### src/rtl/sertx_pkg.sv
package sertx_pkg;

   typedef struct packed {
      logic empty;
      logic done;
   } sertx_flags_t;

   // bits on the line for one character: start + data + optional extra + stop
   function automatic int unsigned frame_len(input int unsigned dw, input logic ext);
      return dw + 2 + (ext ? 1 : 0);
   endfunction

endpackage

### src/rtl/sertx_hold.sv
module sertx_hold #(
   parameter int unsigned DATA_W = 8
) (
   input  logic              clk,
   input  logic              rst_n,
   input  logic              wr_en,
   input  logic [DATA_W-1:0] wr_byte,
   input  logic              can_accept,
   input  logic              take,
   output logic              avail,
   output logic [DATA_W-1:0] out_byte
);
   logic              pend_q;
   logic [DATA_W-1:0] data_q;
   logic              accept;

   assign accept   = wr_en & can_accept;
   assign avail    = pend_q | accept;
   assign out_byte = accept ? wr_byte : data_q;

   always_ff @(posedge clk) begin
      if (!rst_n) begin
         pend_q <= 1'b0;
         data_q <= '0;
      end else begin
         if (accept) data_q <= wr_byte;
         if (take)        pend_q <= 1'b0;
         else if (accept) pend_q <= 1'b1;
      end
   end

   AST_REFUSED_NO_STORE: assert property (@(posedge clk) disable iff (!rst_n)
      (wr_en && !can_accept && !pend_q) |=> !pend_q);

endmodule

### src/rtl/sertx_shift.sv
module sertx_shift
   import sertx_pkg::*;
#(
   parameter int unsigned DATA_W = 8
) (
   input  logic              clk,
   input  logic              rst_n,
   input  logic              load,
   input  logic [DATA_W-1:0] load_byte,
   input  logic              load_ext,
   input  logic              load_ninth,
   input  logic              tick,
   output logic              busy,
   output logic              finish,
   output logic              txd
);
   localparam int unsigned SH_W  = DATA_W + 3;
   localparam int unsigned CNT_W = $clog2(SH_W + 1);

   logic [SH_W-1:0]  sh_q;
   logic [CNT_W-1:0] cnt_q;
   logic [CNT_W-1:0] last_idx;
   logic             ext_q;
   logic             busy_q;
   logic [SH_W-1:0]  frame_w;

   assign last_idx = CNT_W'(frame_len(DATA_W, ext_q) - 1);
   assign frame_w  = {1'b1, (load_ext ? load_ninth : 1'b1), load_byte, 1'b0};
   assign finish   = busy_q & tick & (cnt_q == last_idx);
   assign busy     = busy_q;
   assign txd      = busy_q ? sh_q[0] : 1'b1;

   always_ff @(posedge clk) begin
      if (!rst_n) begin
         sh_q   <= '1;
         cnt_q  <= '0;
         ext_q  <= 1'b0;
         busy_q <= 1'b0;
      end else if (load) begin
         sh_q   <= frame_w;
         cnt_q  <= '0;
         ext_q  <= load_ext;
         busy_q <= 1'b1;
      end else if (busy_q && tick) begin
         sh_q  <= {1'b1, sh_q[SH_W-1:1]};
         cnt_q <= cnt_q + 1'b1;
         if (finish) busy_q <= 1'b0;
      end
   end

   AST_CNT_IN_FRAME: assert property (@(posedge clk) disable iff (!rst_n)
      busy_q |-> (cnt_q <= last_idx));

endmodule

### src/rtl/sertx_flags.sv
module sertx_flags
   import sertx_pkg::*;
(
   input  logic         clk,
   input  logic         rst_n,
   input  logic         load,
   input  logic         finish,
   input  logic         stat_wr,
   output sertx_flags_t flags
);
   sertx_flags_t fl_q;

   always_ff @(posedge clk) begin
      if (!rst_n) begin
         fl_q <= '{empty: 1'b1, done: 1'b1};
      end else if (load) begin
         fl_q <= '{empty: 1'b0, done: 1'b0};
      end else if (finish) begin
         fl_q <= '{empty: 1'b1, done: 1'b1};
      end
   end

   assign flags = fl_q;

   AST_STAT_WRITE_INERT: assert property (@(posedge clk) disable iff (!rst_n)
      (stat_wr && !load && !finish) |=> $stable(fl_q));

endmodule

### src/rtl/sertx_irq.sv
module sertx_irq
   import sertx_pkg::*;
#(
   parameter bit IRQ_REG = 1'b0
) (
   input  logic         clk,
   input  logic         rst_n,
   input  sertx_flags_t flags,
   input  logic         ie_empty,
   input  logic         ie_done,
   output logic         irq
);
   logic irq_d;

   assign irq_d = (ie_empty & flags.empty) | (ie_done & flags.done);

   if (IRQ_REG) begin : g_reg
      logic irq_q;
      always_ff @(posedge clk) begin
         if (!rst_n) irq_q <= 1'b0;
         else        irq_q <= irq_d;
      end
      assign irq = irq_q;
   end else begin : g_comb
      assign irq = irq_d;
   end

endmodule

### src/rtl/sertx_top.sv
module sertx_top
   import sertx_pkg::*;
#(
   parameter int unsigned DATA_W  = 8,
   parameter bit          IRQ_REG = 1'b0
) (
   input  logic              clk,
   input  logic              rst_n,
   input  logic              bit_tick,
   input  logic              tx_en,
   input  logic              ie_empty,
   input  logic              ie_done,
   input  logic              long_char,
   input  logic              ninth_bit,
   input  logic              wr_data,
   input  logic              wr_stat,
   input  logic [DATA_W-1:0] wr_byte,
   output logic              stat_empty,
   output logic              stat_done,
   output logic              txd,
   output logic              irq
);
   if (DATA_W < 5 || DATA_W > 16) begin : g_bad_width
      $error("sertx_top: DATA_W must lie in 5..16");
   end

   sertx_flags_t      flags;
   logic              avail;
   logic [DATA_W-1:0] hold_byte;
   logic              busy;
   logic              frame_fin;
   logic              load;

   assign load = tx_en & avail & (~busy | frame_fin);

   sertx_hold #(.DATA_W(DATA_W)) u_hold (
      .clk        (clk),
      .rst_n      (rst_n),
      .wr_en      (wr_data),
      .wr_byte    (wr_byte),
      .can_accept (flags.empty),
      .take       (load),
      .avail      (avail),
      .out_byte   (hold_byte)
   );

   sertx_shift #(.DATA_W(DATA_W)) u_shift (
      .clk        (clk),
      .rst_n      (rst_n),
      .load       (load),
      .load_byte  (hold_byte),
      .load_ext   (long_char),
      .load_ninth (ninth_bit),
      .tick       (bit_tick),
      .busy       (busy),
      .finish     (frame_fin),
      .txd        (txd)
   );

   sertx_flags u_flags (
      .clk     (clk),
      .rst_n   (rst_n),
      .load    (load),
      .finish  (frame_fin),
      .stat_wr (wr_stat),
      .flags   (flags)
   );

   sertx_irq #(.IRQ_REG(IRQ_REG)) u_irq (
      .clk      (clk),
      .rst_n    (rst_n),
      .flags    (flags),
      .ie_empty (ie_empty),
      .ie_done  (ie_done),
      .irq      (irq)
   );

   assign stat_empty = flags.empty;
   assign stat_done  = flags.done;

   AST_IDLE_LINE_HIGH: assert property (@(posedge clk) disable iff (!rst_n)
      stat_done |-> txd);

   AST_FRAME_OPENS_LOW: assert property (@(posedge clk) disable iff (!rst_n)
      $fell(stat_done) |-> !txd);

   AST_TAIL_KEEPS_BUSY: assert property (@(posedge clk) disable iff (!rst_n)
      (!tx_en && !stat_done && !frame_fin) |=> !stat_done);

endmodule

### config.mk
export PLATFORM = sky130hd
export DESIGN_NAME = sertx_top
export DESIGN_NICKNAME = d
export VERILOG_FILES = /design/src/rtl/sertx_pkg.sv /design/src/rtl/sertx_hold.sv /design/src/rtl/sertx_shift.sv /design/src/rtl/sertx_flags.sv /design/src/rtl/sertx_irq.sv /design/src/rtl/sertx_top.sv
export SDC_FILE = /design/constraint.sdc
export NUM_CORES = 1
export LEC_CHECK = 0
export BUFFER_PORTS_ARGS = -buffer_cell sky130_fd_sc_hd__buf_2
export CAP_MARGIN = 10
export CORE_ASPECT_RATIO = 0.75
export CORE_MARGIN = 5
export CORE_UTILIZATION = 32
export DETAILED_ROUTE_END_ITERATION = 10
export SYNTH_ARGS = -nofsm -noshare
export SYNTH_HDL_FRONTEND = slang
export SYNTH_SLANG_ARGS = --single-unit
### constraint.sdc
create_clock -name clk -period 3.3 [get_ports clk]
set_input_delay 0.66 -clock clk [delete_from_list [all_inputs] [get_ports clk]]
set_output_delay 0.66 -clock clk [all_outputs]
set_load 0.005 [all_outputs]
==> run metrics <==
run status=completed; layout cell share with drive strength beyond 1=0.221; Clock Root Buffer=clkbuf_8; total count of max-transition violations in the final report=0; combinational family with the most area after synthesis=compound AO/OA/AOI/OAI gates; maximum net fanout on the critical path=23; Final #Nets=166; RSZ-0062 raised after global routing=no; clock tree from TritonCTS=built; measured slew at the worst slew-check pin=0.546 ns; final wirelength=2.51 mm; post-route cell area=1390 um^2; number of antenna violations at the first check in global routing=0; worst clock skew on the final layout=0.00604 ns; clock latency on the worst-skew pair=0.27 ns; ports placed on the boundary=22; switching component of the power=171 uW; GPL Wtd Cong=0.812; Final Util=0.379; # Max-Cap Violations=0; met3 wire len=149 um; Worst Path Required=3.47 ns; Worst Path Buf+Inv=1; power density over the cells=~470 nW/um^2; clk slew on worst S/H paths=about 0.090 ns; setup violation total in the final timing report=0; uppermost layer routed=met4; wire length on met2=between 1 and 1.5 mm; Worst Setup End Kind=flip-flop; syn nets=roughly 150; total negative slack for setup checks=0 ns; area fraction in compound gates after synthesis=0.217; DR WL/cell=12.7 um; ANT cells=0; overall fraction of global-route tracks in use=0.105; area share of xor/xnor cells in the synthesized design=0.0216; combinational share of power=0.184; routed vias=970; effective utilization at floorplan=0.333; element type at the critical path start=flip-flop; detailed placer's ending HPWL=roughly 1.8 mm; layout overhead on the synthesized area=13.8%; HP Class=flip-flop to flip-flop; minimum clock period after layout=a little under 2 ns; die outline area=5160 um^2; maximum number of pins on one net before global-route repair=25; Netlist Area Pre-Place=1220 um^2; number of unique standard cell types used by synthesis=33; mean post-synth cell area=~9.5 um^2; residual DRC count=0; area of the core region=3660 um^2; post-detailed-placement cell area=about 1300 um^2; Max transition margin=0.636; most common cell after layout, fill and taps aside=dfxtp_1; number of failing hold endpoints at the final stage=0; Routed Antenna Nets=0; buffer count from post-CTS setup fixing=0; number of sinks driven by the clock tree=26; total leakage power=0.000579 uW; wire length of the first global-routing pass=between 4 and 5 mm; Fmax achieved=515 MHz; simple-gate area share of the yosys netlist=0.191; most frequent cells in the layout=dfxtp_1, buf_2, nand2_1; number of I/O port buffers=20; via count normalized by instance count=4.92; series of cell instances along the critical path=or3b_4 > a2111oi_4 > buf_4 > nor3_1 > o311ai_1; row count=19; fraction of power spent switching nets=0.264; number of global-route vias before repair=910; YS warnings=0; largest stage delay on the critical path=0.44 ns; synthesized netlist cell count=roughly 130; M1 WL=1.28 mm; worst voltage drop across the vdd grid=0.000193 V; detailed-router iteration count before antenna repair=4; share of the cycle needed by the critical path after routing=0.588; number of H-tree levels=1; share of power burned in registers=0.547; post-CTS resize count=0; classification of the worst setup path=flip-flop to flip-flop; number of synthesized register bits=26; Power Internal=roughly 480 uW; Post-CTS Hold Fix Bufs=0; Die X-Extent=just over 80 um; Arr. time, crit path=between 2 and 2.5 ns; initial detailed-routing violation count=69; CP max stage cell=or3b_4; clock buffer count from CTS=3; Post-Synth Adder-Cell Area=0.0103; fraction of synthesized area in multiplexers=0.0739; die boundary height=63.4 um; overflow left after global routing=0; part of the Yosys area used for sequential elements=0.427; kind of cell adding the most delay to the critical path=compound AO/OA/AOI/OAI gates; Max Buffers Root-to-Sink=2; clock power share=0.269
-- cell type report --
type                       instances  area (um^2)
fill                             391         2270
multi-input combinational         90          626
sequential                        26          520
timing repair buffer              23          123
tap                               52         65.1
clock buffer                       3         41.3
inverter                           3         11.3
-- worst min-delay path: cells and delay by family (launching register included) --
family | cells | cell delay [ns]
and+or+nand+nor | 1 | 0.06
AOI/OAI and AO/OA | 1 | 0.07
DFF | 1 | 0.33
-- cell usage after synthesis (all sizes together) --
master,instances,share of area
dfxtp,26,0.43
nand2,14,0.043
nor2,10,0.031
o21a,10,0.062
mux2i,9,0.074
nor3,9,0.037
o311ai,9,0.077
buf,6,0.041
a21oi,4,0.016
clkbuf,3,0.0092
inv,3,0.0092
nand2b,3,0.015
nor4,3,0.015
xnor2,3,0.022
a2111oi,2,0.030
and3,2,0.010
a211o,1,0.0082
a211oi,1,0.0062
a2bb2oi,1,0.0072
and2,1,0.0051
ha,1,0.010
nand3b,1,0.0062
nand4,1,0.0051
nor3b,1,0.0062
o21ai,1,0.0041
o31ai,1,0.0062
or2b,1,0.0072
or3b,1,0.0092
-- power groups by stage --
stage / clock network [uW] / logic [uW] / registers [uW]
3_3_place_gp: 0 / 116 / 360
4_1_cts: 181 / 120 / 354
6_report: 174 / 119 / 354
5_1_grt: 196 / 133 / 357
3_5_place_dp: 0 / 120 / 361
2_1_floorplan: 0 / 91.5 / 358
-- worst paths after layout --
path | startpoint | to | slack, ns | cells after the start
max | u_shift.cnt_q[0]$_SDFFE_PP0P_ | u_shift.sh_q[5]$_SDFFE_PN1P_ | 1.36 | 5
min | u_shift.sh_q[2]$_SDFFE_PN1P_ | u_shift.sh_q[2]$_SDFFE_PN1P_ | 0.49 | 2
max reg2reg | u_shift.cnt_q[0]$_SDFFE_PP0P_ | u_shift.sh_q[5]$_SDFFE_PN1P_ | 1.36 | 5
min reg2reg | u_shift.sh_q[2]$_SDFFE_PN1P_ | u_shift.sh_q[2]$_SDFFE_PN1P_ | 0.49 | 2
-- stage by stage --
step,std cells,setup WS (ns),power [uW],hold WS (ns)
2_1_floorplan,128,1.28,449,0.444
3_3_place_gp,194,1.29,476,0.460
3_5_place_dp,194,1.21,481,0.473
4_1_cts,197,1.34,656,0.495
5_1_grt,197,1.17,687,0.516
6_report,197,1.36,647,0.491
-- state kept, by name (all words and copies together), names as in the netlist --
signal and flops:
u_shift.sh_q 10, u_hold.data_q 8, u_shift.cnt_q 4, u_flags.flags 1, u_hold.pend_q 1, u_shift.busy 1, u_shift.ext_q 1
-- logic make-up (layout without fill, tap and decap cells) --
| group | Yosys count | after routing |
|---|---|---|
| AOI/OAI and AO/OA | 30 | 30 |
| xor gates and xnor gates | 3 | 3 |
| adders and majority gates | 1 | 1 |
| buffers and inverters | 12 | 29 |
| DFF | 26 | 26 |
| muxes | 9 | 9 |
| and+or+nand+nor | 47 | 47 |
-- layer usage --
metal  global-route usage  vias to the layer above
li1                     -                      497
met1                0.147                      448
met2                0.151                       23
met3               0.0370                        2
met4               0.0274                        0
met5                    0                        -
(Power assumes the default switching activity.)
